## config.mk

```make
export PLATFORM = sky130hd
export DESIGN_NAME = dac_rdbk_seq
export DESIGN_NICKNAME = d
export VERILOG_FILES = /design/src/rtl/dac_rdbk_pkg.sv /design/src/rtl/i2c_sym_engine.sv /design/src/rtl/dac_rdbk_ctrl.sv /design/src/rtl/dac_rdbk_seq.sv
export SDC_FILE = /design/constraint.sdc
export NUM_CORES = 1
export LEC_CHECK = 0
export BUFFER_PORTS_ARGS = -buffer_cell sky130_fd_sc_hd__buf_2
export CAP_MARGIN = 20
export CORE_UTILIZATION = 49
export CTS_BUF_LIST = sky130_fd_sc_hd__clkbuf_8
export DETAILED_ROUTE_END_ITERATION = 10
export PLACE_DENSITY_LB_ADDON = 0.15
export SETUP_SLACK_MARGIN = 0.02
export SLEW_MARGIN = 30
export SYNTH_ARGS = -nofsm -noshare
export SYNTH_HDL_FRONTEND = slang
export SYNTH_SLANG_ARGS = --single-unit
```

## constraint.sdc

```tcl
create_clock -name clk -period 3 [get_ports clk]
set_clock_uncertainty 0.05 [all_clocks]
set_input_delay 0.6 -clock clk [delete_from_list [all_inputs] [get_ports clk]]
set_output_delay 0.6 -clock clk [all_outputs]
set_load 0.1 [all_outputs]
```

## src/rtl/dac_rdbk_pkg.sv

```systemverilog
package dac_rdbk_pkg;
   // bus symbols executed by the line engine
   typedef enum logic [1:0] {
      SYM_START = 2'd0,
      SYM_STOP  = 2'd1,
      SYM_BIT   = 2'd2
   } sym_e;

   // sequencer phases
   typedef enum logic [1:0] {
      SQ_IDLE  = 2'd0,
      SQ_START = 2'd1,
      SQ_BIT   = 2'd2,
      SQ_STOP  = 2'd3
   } seq_e;

   localparam logic [2:0] LAST_BYTE  = 3'd6;  // second read byte
   localparam logic [2:0] RSTART_AT  = 3'd3;  // repeated start after this byte
   localparam logic [2:0] FIRST_RX   = 3'd5;
   localparam logic [2:0] REJECT_IDX = 3'd7;
endpackage

```

## src/rtl/i2c_sym_engine.sv

```systemverilog
module i2c_sym_engine
   import dac_rdbk_pkg::*;
#(
   parameter int unsigned SYNC_STAGES = 2
) (
   input  logic clk,
   input  logic rst_n,
   input  logic tick,
   input  logic cmd_valid,
   input  sym_e cmd,
   input  logic bit_out,
   input  logic sda_i,
   output logic ready,
   output logic sym_done,
   output logic bit_in,
   output logic scl_oe,
   output logic sda_oe
);
   logic       active_q;
   logic [1:0] ph_q;
   sym_e       cmd_q;
   logic       bit_q;
   logic       sda_s;

   generate
      if (SYNC_STAGES == 0) begin : g_nosync
         assign sda_s = sda_i;
      end else begin : g_sync
         logic [SYNC_STAGES-1:0] sy_q;
         always_ff @(posedge clk or negedge rst_n) begin
            if (!rst_n) sy_q <= '1;
            else begin
               sy_q[0] <= sda_i;
               for (int i = 1; i < SYNC_STAGES; i++) sy_q[i] <= sy_q[i-1];
            end
         end
         assign sda_s = sy_q[SYNC_STAGES-1];
      end
   endgenerate

   // quarter 0: SCL low, 1: SDA set, 2: SCL released, 3: sample / edge
   always_ff @(posedge clk or negedge rst_n) begin
      if (!rst_n) begin
         active_q <= 1'b0;
         ph_q     <= 2'd0;
         cmd_q    <= SYM_STOP;
         bit_q    <= 1'b1;
         scl_oe   <= 1'b0;
         sda_oe   <= 1'b0;
         sym_done <= 1'b0;
         bit_in   <= 1'b1;
      end else begin
         sym_done <= 1'b0;
         if (!active_q) begin
            if (cmd_valid) begin
               active_q <= 1'b1;
               ph_q     <= 2'd0;
               cmd_q    <= cmd;
               bit_q    <= bit_out;
            end
         end else if (tick) begin
            ph_q <= ph_q + 2'd1;
            case (ph_q)
               2'd0: scl_oe <= 1'b1;
               2'd1: begin
                  if (cmd_q == SYM_START)     sda_oe <= 1'b0;
                  else if (cmd_q == SYM_STOP) sda_oe <= 1'b1;
                  else                        sda_oe <= !bit_q;
               end
               2'd2: scl_oe <= 1'b0;
               default: begin
                  active_q <= 1'b0;
                  sym_done <= 1'b1;
                  if (cmd_q == SYM_START)     sda_oe <= 1'b1;
                  else if (cmd_q == SYM_STOP) sda_oe <= 1'b0;
                  else                        bit_in <= sda_s;
               end
            endcase
         end
      end
   end

   assign ready = !active_q;

   // a data bit never moves SDA while SCL is high
   assert_sda_moves_low_R8: assert property (@(posedge clk) disable iff (!rst_n)
      (!$stable(sda_oe) && !scl_oe && !$past(scl_oe)) |-> (cmd_q != SYM_BIT));

   // a symbol completes only after its SCL high quarter
   assert_done_scl_high_R8: assert property (@(posedge clk) disable iff (!rst_n)
      sym_done |-> !scl_oe);
endmodule

```

## src/rtl/dac_rdbk_ctrl.sv

```systemverilog
module dac_rdbk_ctrl
   import dac_rdbk_pkg::*;
#(
   parameter int unsigned CHAN_W    = 4,
   parameter logic [3:0]  RD_OPCODE = 4'h9,
   parameter int unsigned ADDR_W    = 7
) (
   input  logic              clk,
   input  logic              rst_n,
   input  logic              start_req,
   input  logic [ADDR_W-1:0] dev_addr,
   input  logic [CHAN_W-1:0] chan_sel,
   input  logic              dummy_ones,
   input  logic              eng_ready,
   input  logic              sym_done,
   input  logic              bit_in,
   output logic              cmd_valid,
   output sym_e              cmd,
   output logic              bit_out,
   output logic              busy,
   output logic              done,
   output logic              err,
   output logic [2:0]        err_idx,
   output logic [15:0]       rd_data
);
   localparam int unsigned DATA_W = 16;

   seq_e              st_q;
   logic              wait_q;
   logic [2:0]        byte_q;
   logic [3:0]        bit_q;
   logic [ADDR_W-1:0] addr_q;
   logic [CHAN_W-1:0] chan_q;
   logic              dummy_q;
   logic [DATA_W-1:0] rx_q;
   logic              abort_q;
   logic [2:0]        fail_q;
   logic [7:0]        tx_byte;
   logic [3:0]        chan_nib;
   logic              is_rx;
   logic              ack_slot;

   assign chan_nib = 4'(chan_q);
   assign is_rx    = (byte_q >= FIRST_RX);
   assign ack_slot = (bit_q == 4'd8);

   always_comb begin
      case (byte_q)
         3'd0:    tx_byte = {addr_q, 1'b0};
         3'd1:    tx_byte = {RD_OPCODE, chan_nib};
         3'd2,
         3'd3:    tx_byte = {8{dummy_q}};
         default: tx_byte = {addr_q, 1'b1};
      endcase
   end

   always_comb begin
      if (!ack_slot) bit_out = is_rx ? 1'b1 : tx_byte[3'd7 - bit_q[2:0]];
      else           bit_out = is_rx ? (byte_q == LAST_BYTE) : 1'b1;
   end

   always_comb begin
      case (st_q)
         SQ_START: cmd = SYM_START;
         SQ_STOP:  cmd = SYM_STOP;
         default:  cmd = SYM_BIT;
      endcase
   end

   assign cmd_valid = (st_q != SQ_IDLE) && !wait_q && eng_ready;
   assign busy      = (st_q != SQ_IDLE);

   always_ff @(posedge clk or negedge rst_n) begin
      if (!rst_n) begin
         st_q    <= SQ_IDLE;
         wait_q  <= 1'b0;
         byte_q  <= '0;
         bit_q   <= '0;
         addr_q  <= '0;
         chan_q  <= '0;
         dummy_q <= 1'b0;
         rx_q    <= '0;
         abort_q <= 1'b0;
         fail_q  <= '0;
         done    <= 1'b0;
         err     <= 1'b0;
         err_idx <= '0;
         rd_data <= '0;
      end else begin
         done <= 1'b0;
         if (st_q == SQ_IDLE) begin
            if (start_req) begin
               if ($onehot(chan_sel)) begin
                  st_q    <= SQ_START;
                  wait_q  <= 1'b0;
                  byte_q  <= '0;
                  bit_q   <= '0;
                  addr_q  <= dev_addr;
                  chan_q  <= chan_sel;
                  dummy_q <= dummy_ones;
                  rx_q    <= '0;
                  abort_q <= 1'b0;
               end else begin
                  done    <= 1'b1;
                  err     <= 1'b1;
                  err_idx <= REJECT_IDX;
               end
            end
         end else if (cmd_valid) begin
            wait_q <= 1'b1;
         end else if (sym_done) begin
            wait_q <= 1'b0;
            case (st_q)
               SQ_START: begin
                  st_q  <= SQ_BIT;
                  bit_q <= '0;
               end
               SQ_BIT: begin
                  if (!ack_slot) begin
                     if (is_rx) rx_q <= {rx_q[DATA_W-2:0], bit_in};
                     bit_q <= bit_q + 4'd1;
                  end else if (!is_rx && bit_in) begin
                     abort_q <= 1'b1;
                     fail_q  <= byte_q;
                     st_q    <= SQ_STOP;
                  end else if (byte_q == LAST_BYTE) begin
                     st_q <= SQ_STOP;
                  end else begin
                     byte_q <= byte_q + 3'd1;
                     bit_q  <= '0;
                     if (byte_q == RSTART_AT) st_q <= SQ_START;
                  end
               end
               default: begin
                  st_q    <= SQ_IDLE;
                  done    <= 1'b1;
                  err     <= abort_q;
                  err_idx <= abort_q ? fail_q : 3'd0;
                  if (!abort_q) rd_data <= rx_q;
               end
            endcase
         end
      end
   end

   // malformed select answered next cycle without starting
   assert_reject_R6: assert property (@(posedge clk) disable iff (!rst_n)
      (!busy && start_req && !$onehot(chan_sel)) |=> (done && err && err_idx == REJECT_IDX && !busy));

   // a request during a transfer leaves the latched request alone
   assert_ignore_busy_R9: assert property (@(posedge clk) disable iff (!rst_n)
      (busy && start_req) |=> ($stable(addr_q) && $stable(chan_q) && $stable(dummy_q)));

   // completion never overlaps a transfer
   assert_done_idle_R10: assert property (@(posedge clk) disable iff (!rst_n)
      done |-> !busy);

   // result only moves with a completion pulse
   assert_hold_R10: assert property (@(posedge clk) disable iff (!rst_n)
      !done |-> $stable(rd_data));

   // a failed transfer keeps the previous result
   assert_keep_on_fail_R7: assert property (@(posedge clk) disable iff (!rst_n)
      (done && err) |-> $stable(rd_data));
endmodule

```

## src/rtl/dac_rdbk_seq.sv

```systemverilog
module dac_rdbk_seq
   import dac_rdbk_pkg::*;
#(
   parameter int unsigned CHAN_W      = 4,
   parameter logic [3:0]  RD_OPCODE   = 4'h9,
   parameter int unsigned SYNC_STAGES = 2
) (
   input  logic              clk,
   input  logic              rst_n,
   input  logic              tick,
   input  logic              start_req,
   input  logic [6:0]        dev_addr,
   input  logic [CHAN_W-1:0] chan_sel,
   input  logic              dummy_ones,
   input  logic              sda_i,
   output logic              scl_oe,
   output logic              sda_oe,
   output logic              busy,
   output logic              done,
   output logic              err,
   output logic [2:0]        err_idx,
   output logic [15:0]       rd_data
);
   localparam int unsigned ADDR_W = 7;

   generate
      if (CHAN_W < 1 || CHAN_W > 4) begin : g_bad_chan
         $error("channel select must fit the low nibble of the command byte");
      end
      if (SYNC_STAGES > 4) begin : g_bad_sync
         $error("too many SDA sync stages for a four-tick bit");
      end
   endgenerate

   logic cmd_valid;
   sym_e cmd;
   logic bit_out;
   logic eng_ready;
   logic sym_done;
   logic bit_in;

   dac_rdbk_ctrl #(
      .CHAN_W   (CHAN_W),
      .RD_OPCODE(RD_OPCODE),
      .ADDR_W   (ADDR_W)
   ) u_ctrl (
      .clk       (clk),
      .rst_n     (rst_n),
      .start_req (start_req),
      .dev_addr  (dev_addr),
      .chan_sel  (chan_sel),
      .dummy_ones(dummy_ones),
      .eng_ready (eng_ready),
      .sym_done  (sym_done),
      .bit_in    (bit_in),
      .cmd_valid (cmd_valid),
      .cmd       (cmd),
      .bit_out   (bit_out),
      .busy      (busy),
      .done      (done),
      .err       (err),
      .err_idx   (err_idx),
      .rd_data   (rd_data)
   );

   i2c_sym_engine #(
      .SYNC_STAGES(SYNC_STAGES)
   ) u_eng (
      .clk      (clk),
      .rst_n    (rst_n),
      .tick     (tick),
      .cmd_valid(cmd_valid),
      .cmd      (cmd),
      .bit_out  (bit_out),
      .sda_i    (sda_i),
      .ready    (eng_ready),
      .sym_done (sym_done),
      .bit_in   (bit_in),
      .scl_oe   (scl_oe),
      .sda_oe   (sda_oe)
   );

   // bus released whenever no transfer runs
   assert_idle_bus_R1: assert property (@(posedge clk) disable iff (!rst_n)
      !busy |-> (!scl_oe && !sda_oe));
endmodule

```

==> flow_metrics.env <==
export IMPL_antenna_found_initial=0
export IMPL_critPathKind="in2reg"
export IMPL_synth_top_flop_cell="dfrtp_1"
export IMPL_synth_warnings=0
export IMPL_max_stage_delay_ns=0.44
export IMPL_fin_crit_sh_pct=87.84
export IMPL_drt_iter0_drc=70
export IMPL_fill_cells=656
export IMPL_worstPathBufferInverterCount=2
export IMPL_end_kind="flop"
export IMPL_coreArea_um2=7292
export IMPL_dp_hpwl_mm=4.799
export IMPL_gp_congestion=0.8231
export IMPL_powerDensity_nw_per_um2=877.2
export IMPL_r2r_end="u_ctrl.rx_q[6]"
export IMPL_maxCapViolCount=0
export IMPL_cts_sinks=75
export IMPL_netlist_area_um2=3730
export IMPL_die_area_um2=7965
export IMPL_synth_edf_count=0
export IMPL_rows=31
export IMPL_wire_per_inst_um=14.92
export IMPL_grt_pass1_wl_mm=11.44
export IMPL_ff2ff_path_depth=8
export IMPL_p_leak_uw=0.002101
export IMPL_cts_max_path_buffers=2
export IMPL_power_uw=3801
export IMPL_cp_arrival_ns=2.82
export IMPL_die_x_um=89.25
export IMPL_gr_usage_met2_pct=29.91
export IMPL_min_path_type="in2async"
export IMPL_slew_headroom_pct=49.12
export IMPL_slew_violations=0
export IMPL_cts_resized=0
export IMPL_cp_top_family="adder cells"
export IMPL_reg2reg_slack_ns=0.40
export IMPL_finalHoldViolCount=0
export IMPL_wirelength_mm=6.817
export IMPL_postCtsSetupBuffers=0
export IMPL_finalSetupViolCount=0
export IMPL_viasPerCell=5.287
export IMPL_post_synth_num_cell_types=57
export IMPL_crit_path_start_kind="input pin"
export IMPL_syn_num_nets=340
export IMPL_use_met3_pct=4.432
export IMPL_crit_top_cell="ha_1"
export IMPL_antenna_cells=0
export IMPL_rsz0062_at_grt="false"
export IMPL_synthCells=302
export IMPL_portBuffers=40
export IMPL_cts_tree="done"
export IMPL_ctsHtreeMaxLevel=3
export IMPL_cts_clk_slew_worst_paths_ns=0.08
export IMPL_ir_drop_v=0.0007666
export IMPL_start_util_pct=51.15
export IMPL_first_pass_iters=5
export IMPL_syn_to_final_growth_pct=16.17
export IMPL_r2r_start="u_ctrl.st_q[0]"
export IMPL_grt_max_degree=76
export IMPL_slowest_stage="fa_1"
export IMPL_ys_ff_latch=75
export IMPL_drcViolationCount=0
export IMPL_async_flop_share_pct=100.0
export IMPL_ctsHoldBuffers=0
export IMPL_avgSynthCellArea_um2=12.35
export IMPL_grt_busiest_layer="met2"
export IMPL_cts_made_buffers=9
export IMPL_min_period_ns=2.635
export IMPL_tightest_slew_ns=0.7537
export IMPL_cp_required_ns=3.18
export IMPL_root_buffer="clkbuf_8"
export IMPL_drive_above_1_share_pct=37.43
export IMPL_max_freq_ghz=0.3795
export IMPL_grt_pass1_vias=2420
export IMPL_path_cells="buf_2 -> ha_1 -> ha_1 -> fa_1 -> nor3b_2 -> a21oi_1 -> a21oi_4 -> buf_12 -> mux2_2"
export IMPL_status="finished, final reports clean"
export IMPL_path_max_fanout=16
export IMPL_clk_latency_ns=0.34
export IMPL_io_pins=41
export IMPL_grt_remaining_overflow=0
export IMPL_seq_area_frac_synth_pct=50.49
export IMPL_finalSetupTns_ns=0
export IMPL_route_antenna_remaining_nets=0
export IMPL_grt_usage_pct=19.13
export IMPL_final_nets=391
export IMPL_die_h_um=89.25
export IMPL_use_met1_pct=25.74
export IMPL_vias=2416
==> report_power, final <==
group / internal [uW] / switching (uW) / leakage (uW)
clock: 552 / 372 / 0.000125
combinational: 488 / 910 / 0.00101
sequential: 1250 / 227 / 0.000971
==> worst max-delay path by stage <==
| stage | start | to | slack [ns] | cells after the start |
|---|---|---|---|---|
| final | chan_sel[0] | u_ctrl.rx_q[6] | 0.36 | 9 |
| after floorplan | chan_sel[0] | u_ctrl.addr_q[3] | 0.07 | 8 |
| after global placement | chan_sel[0] | u_ctrl.rx_q[9] | 0.03 | 9 |
| after CTS | u_ctrl.st_q[1] | busy | 0.36 | 4 |
| after global routing | chan_sel[0] | u_ctrl.byte_q[2] | 0.18 | 10 |
| after detailed placement | chan_sel[0] | u_ctrl.rx_q[7] | 0.01 | 9 |
==> layout by cell type, fill, tap and decap left out, drive strengths merged, types with 5 or more instances in the layout <==
cell	n
nand2	17
ha	20
nor2	12
buf	52
dfrtp	70
mux2	49
dfstp	5
inv	17
and2b	11
o21ai	11
a21oi	15
nand3	7
nor2b	8
clkbuf	9
==> worst reg2reg max path: stages, from the launching register on <==
cell	delay, ns
dfrtp_1	0.42
inv_1	0.14
ha_1	0.43
or3_1	0.24
nand2_4	0.09
or3_4	0.41
a21oi_4	0.18
buf_12	0.18
mux2_2	0.34
==> sequential cells by signal, indices dropped and copies added (netlist names), 2 cells and up <==
register and cells:
u_eng.g_sync.sy_q 2, u_eng.ph_q 2, u_ctrl.bit_q 4, u_ctrl.fail_q 3, u_ctrl.err_idx 3, u_ctrl.rx_q 16, u_eng.cmd_q 2, u_ctrl.addr_q 7
u_ctrl.rd_data 16, u_ctrl.chan_nib 4, u_ctrl.st_q 2, u_ctrl.byte_q 3
==> kinds of logic after synthesis <==
kind of cell / Yosys count / synth area share, %
adder cells (fa/ha/maj): 21 / 7.246
AND/OR/NAND/NOR: 74 / 11.51
buffers and inverters: 27 / 3.958
flip-flops: 75 / 50.49
AO/OA/AOI/OAI: 51 / 9.427
XOR/XNOR: 3 / 0.7046
multiplexers: 51 / 16.67
==> per-layer routing <==
metal | vias to the layer above | wire [um]
met5 | - | 0
met4 | 0 | 55
met3 | 8 | 249
met2 | 46 | 3162
met1 | 1185 | 3349
li1 | 1177 | -
==> per-stage QoR <==
stage	hold slack [ns]	utilization, %	cells	cell area (um^2)	setup WS [ns]
4_1_cts	0.2802	59.37	457	4329	0.3626
6_report	0.2025	59.42	457	4333	0.3647
3_5_place_dp	0.2997	56.07	441	4089	0.01269
5_1_grt	0.2620	59.42	457	4333	0.1836
2_1_floorplan	0.2544	-	302	3735	0.06627
3_3_place_gp	0.3004	55.92	440	4078	0.02594
==> Yosys cell counts, types with 2 or more instances <==
cell      number  share of area, %
a211oi_1       3              0.60
a21oi_1       14               1.9
a22oi_1        2              0.40
a31oi_1        3              0.50
and2b_1       10               2.0
buf_2          2              0.27
buf_6          2              0.60
clkbuf_1       5              0.50
dfrtp_1       70                47
dfstp_2        5               3.5
ha_1          20               6.7
inv_1         15               1.5
mux2_2        39                12
mux2_4        10               4.0
nand2_1       16               1.6
nand2b_1       2              0.34
nand3_1        7              0.94
nand4_1        3              0.50
nor2_1        12               1.2
nor2b_1        8               1.3
nor3_1         3              0.40
o21ai_0       11               1.5
o311ai_0       2              0.47
o31ai_1        3              0.60
o41ai_1        2              0.47
xnor2_1        2              0.47
==> area by class of cell <==
cell class / count / area [um^2] / share of cell area (%)
Multi-Input combinational cell: 200 / 1704 / 39.33
Clock buffer: 9 / 123.9 / 2.859
Tap cell: 99 / 123.9 / 2.859
Sequential cell: 75 / 1883 / 43.46
Timing Repair Buffer: 52 / 325.3 / 7.508
Inverter: 15 / 56.30 / 1.299
Clock inverter: 7 / 116.4 / 2.686
No activity file was read; power rests on OpenSTA's default activity.
